`src/rtl/baud_calib_pkg.sv`:
```
package baud_calib_pkg;
  // Strobes from the control unit to the datapath.
  typedef struct packed {
    logic clrCount;  // clear counter, prescaler and overflow
    logic loadOne;   // counter restarts at 1 on the first timed edge
    logic runCount;  // prescaler and counter advance
  } dp_ctl_t;

  typedef enum logic [1:0] {
    ST_IDLE,
    ST_ARMED,
    ST_WAIT1,
    ST_COUNT
  } cal_state_t;
endpackage

```
`src/rtl/baud_calib_dp.sv`:
```
module baud_calib_dp
  import baud_calib_pkg::*;
#(
  parameter int CNT_W    = 16,
  parameter int PRE_SLOW = 512,
  parameter int PRE_MID  = 128,
  parameter int PRE_FAST = 32
) (
  input  logic             clk,
  input  logic             rstN,
  input  logic             rxIn,
  input  logic             modeWide,
  input  logic             modeFast,
  input  dp_ctl_t          ctl,
  output logic             rxRise,
  output logic             rxFall,
  output logic [CNT_W-1:0] count,
  output logic             ovf
);
  localparam int PRE_W = $clog2(PRE_SLOW + 1);
  localparam logic [PRE_W-1:0] LAST_SLOW = PRE_W'(PRE_SLOW - 1);
  localparam logic [PRE_W-1:0] LAST_MID  = PRE_W'(PRE_MID - 1);
  localparam logic [PRE_W-1:0] LAST_FAST = PRE_W'(PRE_FAST - 1);
  localparam logic [CNT_W-1:0] CNT_MAX   = '1;

  logic rxMeta, rxSync, rxPrev;
  logic [PRE_W-1:0] preCnt;
  logic [PRE_W-1:0] preLast;

  // Two-flop synchronizer plus a history flop for edge detection.
  always_ff @(posedge clk or negedge rstN) begin
    if (!rstN) begin
      rxMeta <= 1'b1;
      rxSync <= 1'b1;
      rxPrev <= 1'b1;
    end else begin
      rxMeta <= rxIn;
      rxSync <= rxMeta;
      rxPrev <= rxSync;
    end
  end

  assign rxRise = rxSync & ~rxPrev;
  assign rxFall = ~rxSync & rxPrev;

  always_comb begin
    unique case ({modeWide, modeFast})
      2'b00:   preLast = LAST_SLOW;
      2'b11:   preLast = LAST_FAST;
      default: preLast = LAST_MID;
    endcase
  end

  always_ff @(posedge clk or negedge rstN) begin
    if (!rstN) begin
      preCnt <= '0;
      count  <= '0;
      ovf    <= 1'b0;
    end else if (ctl.clrCount) begin
      preCnt <= '0;
      count  <= '0;
      ovf    <= 1'b0;
    end else if (ctl.loadOne) begin
      preCnt <= '0;
      count  <= CNT_W'(1);
    end else if (ctl.runCount) begin
      if (preCnt == preLast) begin
        preCnt <= '0;
        if (count == CNT_MAX) ovf <= 1'b1;
        else                  count <= count + 1'b1;
      end else begin
        preCnt <= preCnt + 1'b1;
      end
    end
  end
endmodule

```
`src/rtl/baud_calib_ctrl.sv`:
```
module baud_calib_ctrl
  import baud_calib_pkg::*;
(
  input  logic    clk,
  input  logic    rstN,
  input  logic    calStart,
  input  logic    rdStrobe,
  input  logic    rxRise,
  input  logic    rxFall,
  output dp_ctl_t ctl,
  output logic    busy,
  output logic    doneFlag
);
  localparam int EDGE_TOTAL = 5;
  localparam int EDGE_W = $clog2(EDGE_TOTAL + 1);
  localparam logic [EDGE_W-1:0] EDGE_LAST = EDGE_W'(EDGE_TOTAL - 1);

  cal_state_t state, stateNext;
  logic [EDGE_W-1:0] edgeCnt, edgeCntNext;
  logic doneStb;

  always_comb begin
    stateNext   = state;
    edgeCntNext = edgeCnt;
    ctl         = '0;
    doneStb     = 1'b0;
    unique case (state)
      ST_IDLE: begin
        if (calStart) begin
          ctl.clrCount = 1'b1;
          stateNext    = ST_ARMED;
        end
      end
      ST_ARMED: begin
        if (rxFall) stateNext = ST_WAIT1;
      end
      ST_WAIT1: begin
        if (rxRise) begin
          ctl.loadOne = 1'b1;
          edgeCntNext = EDGE_W'(1);
          stateNext   = ST_COUNT;
        end
      end
      ST_COUNT: begin
        if (rxRise && edgeCnt == EDGE_LAST) begin
          doneStb   = 1'b1;
          stateNext = ST_IDLE;
        end else begin
          ctl.runCount = 1'b1;
          if (rxRise) edgeCntNext = edgeCnt + 1'b1;
        end
      end
      default: stateNext = ST_IDLE;
    endcase
  end

  always_ff @(posedge clk or negedge rstN) begin
    if (!rstN) begin
      state    <= ST_IDLE;
      edgeCnt  <= '0;
      doneFlag <= 1'b0;
    end else begin
      state   <= stateNext;
      edgeCnt <= edgeCntNext;
      if (doneStb)       doneFlag <= 1'b1;
      else if (rdStrobe) doneFlag <= 1'b0;
    end
  end

  assign busy = (state != ST_IDLE);
endmodule

```
`src/rtl/uart_baud_calib.sv`:
```
module uart_baud_calib
  import baud_calib_pkg::*;
#(
  parameter int CNT_W    = 16,
  parameter int PRE_SLOW = 512,
  parameter int PRE_MID  = 128,
  parameter int PRE_FAST = 32
) (
  input  logic             clk,
  input  logic             rstN,
  input  logic             rxIn,
  input  logic             calStart,
  input  logic             modeWide,
  input  logic             modeFast,
  input  logic             rdStrobe,
  output logic             calBusy,
  output logic             rxHoldIdle,
  output logic             rxDoneFlag,
  output logic             ovfFlag,
  output logic [CNT_W-1:0] divisor
);
  dp_ctl_t ctl;
  logic rxRise, rxFall;

  baud_calib_ctrl u_ctrl (
    .clk      (clk),
    .rstN     (rstN),
    .calStart (calStart),
    .rdStrobe (rdStrobe),
    .rxRise   (rxRise),
    .rxFall   (rxFall),
    .ctl      (ctl),
    .busy     (calBusy),
    .doneFlag (rxDoneFlag)
  );

  baud_calib_dp #(
    .CNT_W    (CNT_W),
    .PRE_SLOW (PRE_SLOW),
    .PRE_MID  (PRE_MID),
    .PRE_FAST (PRE_FAST)
  ) u_dp (
    .clk      (clk),
    .rstN     (rstN),
    .rxIn     (rxIn),
    .modeWide (modeWide),
    .modeFast (modeFast),
    .ctl      (ctl),
    .rxRise   (rxRise),
    .rxFall   (rxFall),
    .count    (divisor),
    .ovf      (ovfFlag)
  );

  assign rxHoldIdle = calBusy;
endmodule

```
`config.mk`:
```
export PLATFORM = sky130hd
export DESIGN_NAME = uart_baud_calib
export DESIGN_NICKNAME = d
export VERILOG_FILES = /design/src/rtl/baud_calib_pkg.sv /design/src/rtl/baud_calib_dp.sv /design/src/rtl/baud_calib_ctrl.sv /design/src/rtl/uart_baud_calib.sv
export SDC_FILE = /design/constraint.sdc
export NUM_CORES = 1
export LEC_CHECK = 0
export BUFFER_PORTS_ARGS = -buffer_cell sky130_fd_sc_hd__buf_2
export CAP_MARGIN = 20
export CORE_MARGIN = 3
export CORE_UTILIZATION = 38
export CTS_CLUSTER_DIAMETER = 50
export CTS_CLUSTER_SIZE = 14
export DETAILED_ROUTE_END_ITERATION = 6
export PLACE_DENSITY = 0.58
export SYNTH_ARGS = -nofsm -noshare
export SYNTH_HDL_FRONTEND = slang
export SYNTH_SLANG_ARGS = --single-unit
```
`constraint.sdc`:
```
create_clock -name clk -period 2.8 [get_ports clk]
set_clock_uncertainty 0.05 [all_clocks]
set_input_delay 0.28 -clock clk [delete_from_list [all_inputs] [get_ports clk]]
set_output_delay 0.28 -clock clk [all_outputs]
set_load 0.03 [all_outputs]
```
Yosys cells after proc, flatten, opt, wreduce, memory -nomap -nowiden
Cells that the tools add are included.
{"block": "op_classes", "n_addsub": 3, "multipliers": 0, "div_mod_pow": 0, "order_cmp": 0, "n_eq_ne": 15, "shift": 0, "muxes": 34, "n_bitwise": 4, "reduce_logical": 15}
{"op": "16-bit two-way mux", "count": 5}
{"op": "10-bit two-way mux", "count": 4}
{"op": "9-bit case mux with 2 select lines", "count": 1}
{"op": "16-bit by 1-bit adder with 16-bit output (second input constant)", "count": 1}
{"op": "16-bit == test (second input constant)", "count": 1}
{"op": "1-bit two-way mux", "count": 15}
{"op": "4-bit AND reduction", "count": 3}
{"op": "2-bit nonzero test", "count": 6}
{"op": "10-bit by 1-bit adder with 10-bit output (second input constant)", "count": 1}
{"op": "10-bit by 9-bit == test with 1-bit output", "count": 1}
{"op": "3-bit two-way mux", "count": 3}
{"op": "2-bit two-way mux", "count": 4}
{"op": "2-bit by 1-bit inequality test with 1-bit output (second input constant)", "count": 4}
{"op": "2-bit case mux with 4 select lines", "count": 1}
{"op": "2-bit == test (second input constant)", "count": 3}
{"op": "2-bit inequality test (second input constant)", "count": 3}
{"op": "3-bit case mux with 2 select lines", "count": 1}
{"op": "3-bit nonzero test", "count": 2}
{"op": "2-bit zero test", "count": 2}
{"op": "3-bit by 1-bit adder with 3-bit output (second input constant)", "count": 1}
{"op": "3-bit == test (second input constant)", "count": 1}
{"op": "3-bit inequality test (second input constant)", "count": 1}
{"op": "3-bit AND reduction", "count": 1}
{"op": "1-bit bitwise AND", "count": 2}
{"op": "other kinds (3)", "count": 4}
{"block": "word_totals", "regBits": 36, "latchBits": 0, "ramBits": 0, "romBits": 0, "inputBits": 7, "output_inout_bits": 20, "elab_cells": 80, "n_memories": 0}

Depth between registers and ports, before layout
{"block": "logic_depth", "depth_word": 8, "ltp_mapped": 8}

Hierarchy
From an unflattened synthesis, not the netlist that was laid out.
{"block": "unflattened", "cells_unflattened": 222, "area_unflattened_um2": 2055.7}
{"mod": "baud_calib_dp", "instances": 1, "cells_per_inst": 177, "area_per_inst_um2": 1634.1, "seq_area_each_um2": 754.5}
{"mod": "baud_calib_ctrl", "instances": 1, "cells_per_inst": 44, "area_per_inst_um2": 414.1, "seq_area_each_um2": 150.1}
{"mod": "uart_baud_calib", "instances": 1, "cells_per_inst": 1, "area_per_inst_um2": 7.5, "seq_area_each_um2": 0.0}

Worst setup path after synthesis
OpenSTA, ideal clock, no wires.
{"block": "synth_path", "kind": "register to register", "from": "register u_ctrl.edgeCnt[0]", "to": "register u_dp.count[14]", "setup_time_ns": 0.120, "t_arrival_ns": 1.883, "required_time_ns": 2.630, "setup_slack_ns": 0.747, "path_stages_with_launch": 8, "period_less_slack_ns": 2.053, "path_cell_list": "dfrtp_1 > inv_1 > ha_1 > and4b_4 > nor3_4 > nand4b_4 > or4_1 > o211a_1"}
{"block": "synth_via", "elab_chain_len": 6}
{"item": "from (decl)", "line_no": "baud_calib_ctrl.sv:19", "rtl": "logic [EDGE_W-1:0] edgeCnt, edgeCntNext;"}
{"item": "from (signal assigned)", "line_no": "baud_calib_ctrl.sv:64", "rtl": "edgeCnt <= edgeCntNext;"}
{"item": "3-bit == test", "line_no": "baud_calib_ctrl.sv:45", "rtl": "if (rxRise && edgeCnt == EDGE_LAST) begin"}
{"item": "1-bit logical AND", "line_no": "baud_calib_ctrl.sv:45"}
{"item": "1-bit two-way mux", "line_no": "baud_calib_ctrl.sv:45"}
{"item": "1-bit two-way mux", "line_no": "baud_calib_ctrl.sv:27", "rtl": "unique case (state)"}
{"item": "3-bit nonzero test (no line)"}
{"item": "3-bit AND reduction (no line)"}
{"item": "to (signal assigned)", "line_no": "baud_calib_dp.sv:70", "rtl": "else count <= count + 1'b1;"}
{"item": "to (decl)", "line_no": "baud_calib_dp.sv:17", "rtl": "output logic [CNT_W-1:0] count,"}
No other way between the ends.
A chain may end at the register's enable or synchronous reset.

Final worst setup path
Ends and elaborated chain as after synthesis.

==> key figures <==
Power and ir drop
  • Psw: between 0.5 and 0.6 mW
  • Logic gate share of total power: between 30% and 40%
  • Sw frac: a little under two fifths
  • VDD IR max: 0.523 mV
  • Static Leak: 1.10 nW
  • P per Cell Area: 618 nW/µm²
  • Part of the power in registers: between 40% and 50%
  • Clock group share of total power: 26.9%
  • Pint: 0.927 mW

Placed design
  • Final HPWL DP: roughly 3300 µm
  • Placed Area: approximately 2300 µm²
  • Post-Place Cells: 317
  • I/O Buffers: 26
  • Pre-CTS setup slack: slightly above 0.4 ns
  • GPL Wtd Cong: approximately 0.77

Cells and area
  • Multi-input gate area: 1140 µm²
  • Storage element area: between 900 and 1000 µm²
  • Final net count: between 200 and 300
  • Synth-to-layout area growth: 12.8%
  • Fin area: about 2400 µm²
  • Non-Filler Instances: approximately 330
  • Layout cells sized above 1: 18.0%
  • Filler cells: 511
  • Number of diodes: 0
  • Final core occ: a little under half

Routing
  • Max Used Layer: met4
  • Drt wl/cell: 14.0 µm
  • Initial DRC Count: roughly 100
  • DRT met1 WL: 2120 µm
  • Detail Route met3 WL: 220 µm
  • Detailed Route WL: between 4000 and 5000 µm
  • DRT antenna net count: 0
  • Vias: around 1.8k
  • DRC Markers: 0
  • Via/cell ratio: between 5 and 6
  • WL met2: approximately 2200 µm
  • DR pass1 iterations: 4

Setup path
  • Slowest CP cell: or4_1
  • CP arrival: ~2.5 ns
  • Worst setup EP type: flip-flop
  • WP buf/inv: 1
  • CP max FO: 27
  • CP cell instances: inv_1 -> ha_1 -> and4b_4 -> nor3_4 -> nand4b_4 -> or4_1 -> o211a_1
  • Critical path startpoint category: flip-flop
  • Gate family responsible for the most delay along the worst path: simple AND/OR/NAND/NOR gates
  • Max incr delay on CP: around 0.60 ns
  • CP required: just under 3 ns
  • Crit path kind: reg -> reg

STA
  • Min setup slack post-route: 0.420 ns
  • RSZ-0062 raised after global routing: false
  • Final setup vio count: 0
  • Fin crit share: about 85%
  • Worst slew margin: 46.8%
  • Hold Vio Cnt, Final: 0
  • Final Max Slew Viols: 0
  • Total negative slack: 0 ns
  • Max Clock Freq: approximately 420 MHz
  • Min cycle time layout: 2.38 ns
  • Worst-Margin Slew: roughly 0.80 ns

GRT
  • First-pass GRT wire length: roughly 8000 µm
  • Pin count of the biggest net entering global routing: 37
  • Grt total ovfl: 0
  • All-Layer GR Usage: around 16%
  • Vias in the first global route: 1703
  • Initial antenna violation count: 0

Clock tree
  • Root Buffer: clkbuf_8
  • Post-CTS Hold Buffers: 0
  • H-tree levels: 2
  • Post-CTS Setup Bufs: 0
  • Clock Latency Late Sink: roughly 0.29 ns
  • Num Clock Sinks: 36
  • Worst-path clk slew: 0.08 ns
  • Clock Path Buffers: 2
  • TritonCTS clock tree: built
  • Post-cts gate resize count: 0
  • TritonCTS buffer count: 5

Synthesis
  • FFs w/ async S/R, synth: 100%
  • Synth Flop Type: dfrtp_1
  • Synth warn: 0
  • Count leader, synth: dfrtp_1
  • Synth area leaders: dfrtp_1 39%, ha_1 5.3%, nand2_1 4.8%
  • Mapped Nets: 245
  • FF+latch count, synth: 36
  • Yosys top cell by area: dfrtp_1
  • Synth cell types: between 50 and 60
  • Synth top area share: approximately two fifths
  • Post-synth EDFFs: 0
  • Mean post-synth cell area: between 9 and 10 µm²
  • Sequential-to-total area share from yosys stat: roughly 43%
  • Syn Std Cell Area: between 2000 and 2500 µm²
  • Top cells by count, synth: 33 x dfrtp_1, 27 x nand2_1, 20 x a21oi_1, 14 x nand3_1, 13 x o21ai_0
  • Post-synthesis cell count: between 200 and 250

Die
  • Initial Util: between 40% and 50%
  • Die W: slightly above 80 µm
  • I/O pin count: 27
  • Row count: 26
  • Core area: 5240 µm²
  • Die area: roughly 6500 µm²
  • Die Ht: roughly 81 µm

Worst hold path
  • HP Class: in -> async

Status
  • Outcome: finished, final reports clean

Run
  • Max-cap violation count: 0
## placed cells by master, fill, tap and decap left out, types with 8 or more instances in the layout
master   Yosys  final
dfrtp_1     33     33
nand2_1     27     27
buf_2        2     26
a21oi_1     20     20
nand3_1     14     14
o21ai_0     13     13
nor2_1      12     12
ha_1         9      9
nand4_1      8      8
## power by group through the flow
stage / combinational (mW) / clock (mW) / sequential (mW)
floorplan: 0.336 / 0 / 0.646
finish: 0.445 / 0.396 / 0.633
global route: 0.507 / 0.426 / 0.646
detailed placement: 0.455 / 0 / 0.643
CTS: 0.454 / 0.407 / 0.633
global placement: 0.450 / 0 / 0.642
## per-stage QoR
step                      power [mW]  hold WS, ns
after floorplan                0.982      -0.0656
after global placement          1.09        0.295
after detailed placement        1.10        0.297
after CTS                       1.49       0.0231
after global routing            1.58       0.0249
final                           1.47       0.0219
## flip-flops by register name, summed over array words and instances, names as in the netlist
register and cells:
u_ctrl.edgeCnt 3, u_dp.rxMeta 1, u_dp.ovf 1, u_ctrl.doneFlag 1, u_dp.count 16, u_dp.rxSync 1
u_ctrl.state 2, u_dp.preCnt 10, u_dp.rxPrev 1
## metal layers
metal	track usage [%]	up-vias
met5	0	-
met2	26.3	38
met3	3.48	5
met4	4.56	0
li1	-	905
met1	20.9	842
## path summary, 6_finish.rpt
| check | startpoint | to | slack [ns] | depth (start not counted) |
|---|---|---|---|---|
| worst max-delay path | u_ctrl.edgeCnt[0] | u_dp.count[14] | 0.42 | 7 |
| worst min-delay path | rstN | u_dp.count[2] | 0.02 | 1 |
| worst max register to register | u_ctrl.edgeCnt[0] | u_dp.count[14] | 0.42 | 7 |
| worst min register to register | u_dp.rxMeta | u_dp.rxSync | 0.31 | 0 |
| max in group asynchronous | rstN | u_dp.preCnt[5] | 2.17 | 1 |
| min in group clk | rxIn | u_dp.rxMeta | 0.03 | 1 |
## cell type report
class | instances | area share (%)
inverters | 7 | 1.10
clock buffers | 6 | 3.46
flip-flops and latches | 36 | 37.9
multi-input cells | 177 | 47.7
clock inverters | 2 | 0.419
well taps | 70 | 3.67
repair buffers | 27 | 5.77
## cells by family after synthesis
group                      Yosys count  synth area share (%)
xor gates and xnor gates             4                  1.65
AOI/OAI and AO/OA                   56                  16.4
buffers and inverters               16                  3.49
and+or+nand+nor                    106                  28.8
adders and majority gates            9                  5.32
muxes                                2                  1.60
DFF                                 36                  42.7
Power figures use the tool's default switching activity.
